===== src/rtl/disp_pkg.sv =====
package disp_pkg;
    typedef enum logic [1:0] {
        ST_IDLE  = 2'd0,
        ST_SHIFT = 2'd1,
        ST_LOAD  = 2'd2
    } ld_state_t;
endpackage


===== src/rtl/disp_sync.sv =====
module disp_sync #(
    parameter int W      = 4,
    parameter int STAGES = 2
) (
    input  logic         clk,
    input  logic         rst,
    input  logic [W-1:0] d_i,
    output logic [W-1:0] q_o
);
    logic [W-1:0] stg [STAGES];

    for (genvar g = 0; g < STAGES; g++) begin : g_stage
        if (g == 0) begin : g_first
            always_ff @(posedge clk) begin
                if (rst) stg[0] <= '0;
                else     stg[0] <= d_i;
            end
        end else begin : g_next
            always_ff @(posedge clk) begin
                if (rst) stg[g] <= '0;
                else     stg[g] <= stg[g-1];
            end
        end
    end

    assign q_o = stg[STAGES-1];
endmodule


===== src/rtl/disp_ctrl.sv =====
module disp_ctrl
    import disp_pkg::*;
(
    input  logic      clk,
    input  logic      rst,
    input  logic      en_s,
    input  logic      en_fall,
    input  logic      sclk_rise,
    input  logic      sclk_fall,
    output logic      shift_o,
    output logic      load_o,
    output logic      dout_upd_o,
    output ld_state_t state_o
);
    ld_state_t state_q, state_n;

    always_comb begin
        state_n = state_q;
        unique case (state_q)
            ST_IDLE:  if (en_s)    state_n = ST_SHIFT;
            ST_SHIFT: if (en_fall) state_n = ST_LOAD;
            ST_LOAD:  state_n = en_s ? ST_SHIFT : ST_IDLE;
            default:  state_n = ST_IDLE;
        endcase
    end

    always_ff @(posedge clk) begin
        if (rst) state_q <= ST_IDLE;
        else     state_q <= state_n;
    end

    always_comb begin
        shift_o    = (state_q == ST_SHIFT) && en_s && sclk_rise;
        dout_upd_o = (state_q == ST_SHIFT) && en_s && sclk_fall;
        load_o     = (state_q == ST_LOAD);
    end

    assign state_o = state_q;
endmodule


===== src/rtl/disp_path.sv =====
module disp_path #(
    parameter int N = 20
) (
    input  logic         clk,
    input  logic         rst,
    input  logic         shift_i,
    input  logic         load_i,
    input  logic         dout_upd_i,
    input  logic         din_i,
    output logic [N-1:0] sr_o,
    output logic [N-1:0] lat_o,
    output logic         dout_o
);
    logic [N-1:0] sr_q, lat_q;
    logic         dout_q;

    always_ff @(posedge clk) begin
        if (rst) begin
            sr_q   <= '0;
            lat_q  <= '0;
            dout_q <= 1'b0;
        end else begin
            if (shift_i)    sr_q   <= {din_i, sr_q[N-1:1]};
            if (load_i)     lat_q  <= sr_q;
            if (dout_upd_i) dout_q <= sr_q[0];
        end
    end

    assign sr_o   = sr_q;
    assign lat_o  = lat_q;
    assign dout_o = dout_q;
endmodule


===== src/rtl/ser_disp_drv.sv =====
module ser_disp_drv
    import disp_pkg::*;
#(
    parameter int NUM_OUT     = 20,
    parameter int SYNC_STAGES = 2
) (
    input  logic               clk,
    input  logic               rst,
    input  logic               ser_clk_i,
    input  logic               ser_din_i,
    input  logic               load_en_i,
    input  logic               blank_i,
    output logic [NUM_OUT-1:0] seg_o,
    output logic               ser_dout_o
);
    localparam int NIN = 4;

    logic [NIN-1:0] raw_w, syn_w;
    logic           sclk_s, din_s, en_s, blank_s;
    logic           sclk_d, en_d;
    logic           sclk_rise, sclk_fall, en_fall;
    logic           shift_w, load_w, dout_upd_w;
    ld_state_t      st_w;
    logic [NUM_OUT-1:0] sr_w, lat_w;

    assign raw_w = {blank_i, load_en_i, ser_din_i, ser_clk_i};

    disp_sync #(.W(NIN), .STAGES(SYNC_STAGES)) u_sync (
        .clk (clk),
        .rst (rst),
        .d_i (raw_w),
        .q_o (syn_w)
    );

    assign sclk_s  = syn_w[0];
    assign din_s   = syn_w[1];
    assign en_s    = syn_w[2];
    assign blank_s = syn_w[3];

    always_ff @(posedge clk) begin
        if (rst) begin
            sclk_d <= 1'b0;
            en_d   <= 1'b0;
        end else begin
            sclk_d <= sclk_s;
            en_d   <= en_s;
        end
    end

    assign sclk_rise = sclk_s & ~sclk_d;
    assign sclk_fall = ~sclk_s & sclk_d;
    assign en_fall   = ~en_s & en_d;

    disp_ctrl u_ctrl (
        .clk        (clk),
        .rst        (rst),
        .en_s       (en_s),
        .en_fall    (en_fall),
        .sclk_rise  (sclk_rise),
        .sclk_fall  (sclk_fall),
        .shift_o    (shift_w),
        .load_o     (load_w),
        .dout_upd_o (dout_upd_w),
        .state_o    (st_w)
    );

    disp_path #(.N(NUM_OUT)) u_path (
        .clk        (clk),
        .rst        (rst),
        .shift_i    (shift_w),
        .load_i     (load_w),
        .dout_upd_i (dout_upd_w),
        .din_i      (din_s),
        .sr_o       (sr_w),
        .lat_o      (lat_w),
        .dout_o     (ser_dout_o)
    );

    assign seg_o = blank_s ? '0 : lat_w;
endmodule


===== config.mk =====
export PLATFORM = sky130hd
export DESIGN_NAME = ser_disp_drv
export DESIGN_NICKNAME = d
export VERILOG_FILES = /design/src/rtl/disp_pkg.sv /design/src/rtl/disp_sync.sv /design/src/rtl/disp_ctrl.sv /design/src/rtl/disp_path.sv /design/src/rtl/ser_disp_drv.sv
export SDC_FILE = /design/constraint.sdc
export NUM_CORES = 1
export LEC_CHECK = 0
export ABC_CLOCK_PERIOD_IN_PS = 3100
export BUFFER_PORTS_ARGS = -buffer_cell sky130_fd_sc_hd__clkbuf_2
export CAP_MARGIN = 5
export CORE_MARGIN = 3
export CORE_UTILIZATION = 30
export DETAILED_ROUTE_END_ITERATION = 12
export GPL_ROUTABILITY_DRIVEN = 0
export PLACE_DENSITY_LB_ADDON = 0.05
export SLEW_MARGIN = 10
export SYNTH_ARGS = -nofsm -noshare
export SYNTH_HDL_FRONTEND = slang
export SYNTH_SLANG_ARGS = --single-unit
export TNS_END_PERCENT = 5

===== constraint.sdc =====
create_clock -name clk -period 3.1 [get_ports clk]
set_clock_uncertainty 0.2 [all_clocks]
set_input_delay 0.31 -clock clk [delete_from_list [all_inputs] [get_ports clk]]
set_output_delay 0.31 -clock clk [all_outputs]
set_load 0.02 [all_outputs]

-- Word-level counts from Yosys, hierarchy flattened
Memory sizes are Yosys's and may differ from the RTL's.
Index checks and enable logic that the tools add are counted.
- register bits: 45
- output and inout bits: 21
- memories: 1
- bits in writable memories: 8
- bits of input ports: 6
- bits in latches: 0
- ROM bits: 0
- bitwise gates (word level): 8
- reductions and logical operators: 5
- $mul: 0
- multiplexer cells: 10
- shifts and indexed selects: 0
- $add $sub $neg: 0
- $lt $le $gt $ge: 0
- divide/modulo/power cells: 0
- eq/ne operators: 4
- memories (name ; depth ; width ; rd ports ; clocked after Yosys merged registers in ; wr ports ; line ; RTL):
    u_sync.stg ; 2 ; 4 ; 2 ; 0 ; 2 ; disp_sync.sv:10 ; logic [W-1:0] stg [STAGES];
- operators with widths (operator ; number):
    $mux W20 ; 1
    $mux W4 ; 2
    $pmux W2 S3 ; 1
    $mux W1 ; 4
    $mux W2 ; 2
    $ne A2 B2 Y1 const B ; 2
    $and A1 B1 Y1 ; 3
    $logic_and A1 B1 Y1 ; 3
    $not A1 Y1 ; 3
    $eq A2 B1 Y1 const B ; 1
    $eq A2 B2 Y1 const B ; 1
    $logic_not A2 Y1 ; 1
    $or A1 B1 Y1 ; 2
    $reduce_and A2 Y1 ; 1

-- Depth between registers and ports, before layout
An unclocked memory read counts as a cell.
- depth in word-level cells: 5
- mapped depth: 5
- mapped depth without buffers: 3

-- Cells and area by module
A second synthesis with hierarchy kept.
- cell total of the unflattened synthesis: 187
- area total of the unflattened synthesis: 2067.0 µm²
- modules (own cells, without submodules) (module ; times used ; cells each ; area each (µm²)):
    disp_path ; 1 ; 132 ; 1463.9
    ser_disp_drv ; 1 ; 29 ; 289.0
    disp_sync ; 1 ; 16 ; 210.2
    disp_ctrl ; 1 ; 10 ; 103.8

-- Least setup slack after synthesis
No wires, ideal clock.
- path type: reg2reg
- start point: register u_ctrl.state_q[1] (netlist: u_ctrl.state_o[1])
- end point: register u_path.sr_q[10] (netlist: u_path.sr_o[10])
- stages on the path, launching flop included: 6
- arrival time: 1.280 ns
- setup slack: 1.501 ns
- path buffers: 2
- period minus slack after synthesis: 1.599 ns
- cells stage by stage: dfxtp_1 nand3b_1 or3b_1 buf_6 buf_12 mux2i_1
- cells in the longest elaborated chain, start to end: 3
- RTL lines (element ; line ; RTL):
    start: declaration ; disp_ctrl.sv:15 ; ld_state_t state_q, state_n;
    start signal: assignment ; disp_ctrl.sv:29 ; else state_q <= state_n;
    $eq A2 B1 Y1 ; disp_ctrl.sv:33 ; shift_o = (state_q == ST_SHIFT) && en_s && sclk_rise;
    $logic_and A1 B1 Y1 (2 in series) ; disp_ctrl.sv:33 ;
    end signal: assignment ; disp_path.sv:23 ; if (shift_i) sr_q <= {din_i, sr_q[N-1:1]};
    end: declaration ; disp_path.sv:14 ; logic [N-1:0] sr_q, lat_q;
No other way between the ends.
A chain may end at the register's enable or synchronous reset.

-- Worst setup path after layout
- start point: register u_ctrl.state_q[1] (netlist: u_ctrl.state_o[1])
- end point: register u_path.sr_q[7] (netlist: u_path.sr_o[7])
The elaborated chain is that of the path after synthesis.

==> results.rst <==
.. list-table::
   :header-rows: 1

   * - Metric
     - Value
   * - Result of the run
     - finished clean
   * - Mean area per synthesized cell
     - 9.51 um^2
   * - Commonest non-fill, non-tap cells in the layout
     - sky130_fd_sc_hd__dfxtp_1, sky130_fd_sc_hd__nand2_1, sky130_fd_sc_hd__nor2b_1
   * - Post-Route Hold Slack
     - 0.0165 ns
   * - Shortest period the worst path allows
     - 1.89 ns
   * - TritonCTS Buffers
     - 5
   * - Largest net degree at the start of global routing
     - 55
   * - Sequential-to-total area share from yosys stat
     - 0.529
   * - Count of buffers from port buffering
     - 26
   * - Top cells by area in the synthesized netlist
     - sky130_fd_sc_hd__dfxtp_1, sky130_fd_sc_hd__mux2i_1, sky130_fd_sc_hd__nor2b_1
   * - Pin slew with the least headroom to its limit
     - 0.928 ns
   * - Global-route wire length before repair
     - 6080 um
   * - Maximum fanout along the worst path
     - 16
   * - Remaining global-route overflow
     - 0
   * - DIE WIDTH
     - 87.8 um
   * - 1st-iter DRT viols
     - 29
   * - Utilization after layout
     - 0.354
   * - Worst relative slew slack
     - 0.381
   * - Die boundary height
     - 87.8 um
   * - Count of hold-fix buffers inserted at cts
     - 0
   * - Flip-flop and latch count after synthesis
     - 53
   * - CP startpoint
     - u_ctrl.state_o[1]
   * - Worst hold start
     - load_en_i
   * - Ant diodes
     - 0
   * - Syn Nets
     - 217
   * - Final number of max-transition violations
     - 0
   * - Cell at the root of the clock tree
     - sky130_fd_sc_hd__clkbuf_8
   * - Source of the worst register-to-register timing path
     - u_ctrl.state_o[1]
   * - Via count normalized by instance count
     - 4.38
   * - Routed len/inst
     - 11.4 um
   * - Register-to-register setup slack
     - 1.21 ns
   * - Post-synthesis to final-layout area growth
     - 13.3%
   * - Die Footprint
     - 7710 um^2
   * - R2r endpoint
     - u_path.sr_o[7]
   * - Core Area
     - 6420 um^2
   * - Endpoint arrival time on the critical path
     - 1.84 ns
   * - Worst Hold Depth
     - 2
   * - Switching power as a share of total power
     - 0.193
   * - Required time of the critical path
     - 3.05 ns
   * - Post-Place Setup Slack
     - 1.21 ns
   * - Sink count of the clock tree
     - 53
   * - Non-Filler Instances
     - 308
   * - Power density relative to cell area
     - 524 nW/um^2
   * - Number of routed nets with antenna violations
     - 0
   * - Core Rows
     - 29
   * - Net Switching
     - 0.000230 W
   * - Worst Hold Class
     - input port to register
   * - Number of top-level pins
     - 27
   * - Maximum clock path buffer count
     - 2
   * - Post-synthesis cell area
     - 2010 um^2
   * - Total DRC errors in the routed layout
     - 0
   * - Part of the cycle the worst path needs
     - 0.610
   * - Max Fclk
     - 0.529 GHz
   * - PnR worst setup slack
     - 1.21 ns
   * - Gr usage total
     - 0.101
   * - Dpl hpwl
     - 2340 um
   * - Final Hold Violating Endpoints
     - 0
   * - Summed negative setup slack over all endpoints
     - 0 ns
   * - Max rail drop VDD
     - 0.175 mV
   * - Final setup violation count
     - 0
   * - Max-cap violations
     - 0
   * - Unique masters post-synth
     - 20
   * - Warning count from the yosys run
     - 0
   * - Instance count of the mapped netlist
     - 211
   * - Critical path type
     - register to register
   * - Initial core utilization
     - 0.312
   * - Clock slew at the register clock pins of the worst setup and hold paths
     - 0.09 ns
   * - Share of power burned in combinational logic
     - 0.019
   * - Cell internal power dissipation
     - 0.000961 W
   * - Number of gates resized after CTS
     - 0
   * - Number of vias in the routed layout
     - 1348
   * - Length of the first detailed-routing pass in iterations
     - 4
   * - Number of antenna violations at the first check in global routing
     - 0
   * - Cell type with the largest total area after synthesis
     - sky130_fd_sc_hd__dfxtp_1
   * - Power share of the clock group
     - 0.399
   * - Clock latency on the worst-skew pair
     - 0.29 ns
   * - Wire length after detailed routing
     - 3510 um
   * - Endpoint, Worst Hold
     - u_sync.stg[0][2]
   * - Share of post-route cells with drive strength above 1
     - 0.156
   * - Postcts setup bufs
     - 0
   * - Vias in the first global route
     - 1291
   * - Critical path launch point type
     - register
   * - Sort of element at the end of the critical path
     - register
   * - Placed cell count
     - 300
   * - FF-to-FF path depth
     - 3
   * - Layout net count
     - 236
   * - H-Tree Level Count
     - 2
   * - Leakage power of the design
     - 0.943 nW
   * - Share of the synthesized area in the top cell type
     - 0.529
   * - Clock tree from TritonCTS
     - yes
   * - Leading cell type in the layout, fill and taps excluded
     - sky130_fd_sc_hd__dfxtp_1
   * - Sequential fraction of design power
     - 0.581
   * - Setup repair after global routing missed its margin
     - no
==> layer usage <==
| metal | share of wire | GRT usage | vias to the layer above |
|---|---|---|---|
| li1 | - | - | 713 |
| met1 | 0.50 | 0.123 | 615 |
| met2 | 0.46 | 0.167 | 18 |
| met3 | 0.036 | 0.0292 | 2 |
| met4 | 0.0083 | 0.0418 | 0 |
| met5 | 0 | 0 | - |
==> registers in the layout, indices dropped and copies added (netlist names) <==
signal	count
en_d	1
sclk_d	1
u_ctrl.state_o	2
u_path.dout_o	1
u_path.lat_o	20
u_path.sr_o	20
u_sync.stg	8
==> cells in the mapped netlist <==
| cell type | count |
|---|---|
| sky130_fd_sc_hd__a211oi_1 | 1 |
| sky130_fd_sc_hd__buf_12 | 1 |
| sky130_fd_sc_hd__buf_6 | 1 |
| sky130_fd_sc_hd__buf_1 | 1 |
| sky130_fd_sc_hd__or3b_1 | 1 |
| sky130_fd_sc_hd__and2b_2 | 1 |
| sky130_fd_sc_hd__mux2i_1 | 21 |
| sky130_fd_sc_hd__clkbuf_1 | 11 |
| sky130_fd_sc_hd__nand3b_1 | 1 |
| sky130_fd_sc_hd__nor2b_1 | 30 |
| sky130_fd_sc_hd__inv_1 | 1 |
| sky130_fd_sc_hd__or2b_2 | 1 |
| sky130_fd_sc_hd__nand2_1 | 40 |
| sky130_fd_sc_hd__nand2b_1 | 22 |
| sky130_fd_sc_hd__nor3b_2 | 1 |
| sky130_fd_sc_hd__nor3b_1 | 1 |
| sky130_fd_sc_hd__nor4_1 | 1 |
| sky130_fd_sc_hd__a21oi_1 | 21 |
| sky130_fd_sc_hd__dfxtp_1 | 53 |
| sky130_fd_sc_hd__or2b_1 | 1 |
==> stage by stage <==
step	total power, W	area (um^2)
CTS	0.00121	2270
finish	0.00119	2270
detailed placement	0.000732	2160
floorplan	0.000726	2010
global placement	0.000732	2160
global route	0.00125	2270
==> critical path, stage by stage, from the launching register on <==
cell and delay (ns):
sky130_fd_sc_hd__dfxtp_1 0.34, sky130_fd_sc_hd__nand3b_1 0.20, sky130_fd_sc_hd__or3b_1 0.76, sky130_fd_sc_hd__mux2i_1 0.23
==> area by class of cell <==
type	count	area [um^2]
timing repair buffer	26	130
clock buffer	7	86.3
sequential	53	1060
inverter	1	3.75
clock inverter	1	30.0
tap	77	96.3
fill	673	4150
multi-input combinational	143	866
==> worst max-delay path by stage <==
stage	to	slack, ns	depth (start not counted)
after CTS	seg_o[19]	1.17	2
after floorplan	u_path.sr_o[10]	1.50	5
after detailed placement	u_path.sr_o[7]	1.21	3
after global routing	seg_o[0]	1.05	2
after global placement	u_path.sr_o[12]	1.25	3
final	u_path.sr_o[7]	1.21	3
==> power groups by stage <==
| stage | Sequential [W] | Clock [W] | Combinational [W] |
|---|---|---|---|
| floorplan | 0.000705 | 0 | 0.0000211 |
| global placement | 0.000708 | 0 | 0.0000237 |
| detailed placement | 0.000708 | 0 | 0.0000240 |
| CTS | 0.000692 | 0.000496 | 0.0000241 |
| global route | 0.000694 | 0.000525 | 0.0000263 |
| finish | 0.000692 | 0.000475 | 0.0000232 |
==> cell families after synthesis <==
family,share of synthesized area
and+or+nand+nor,0.271
buffers and inverters,0.0399
muxes,0.105
AOI/OAI and AO/OA,0.0561
DFF,0.529
No activity file was read; power rests on OpenSTA's default activity.
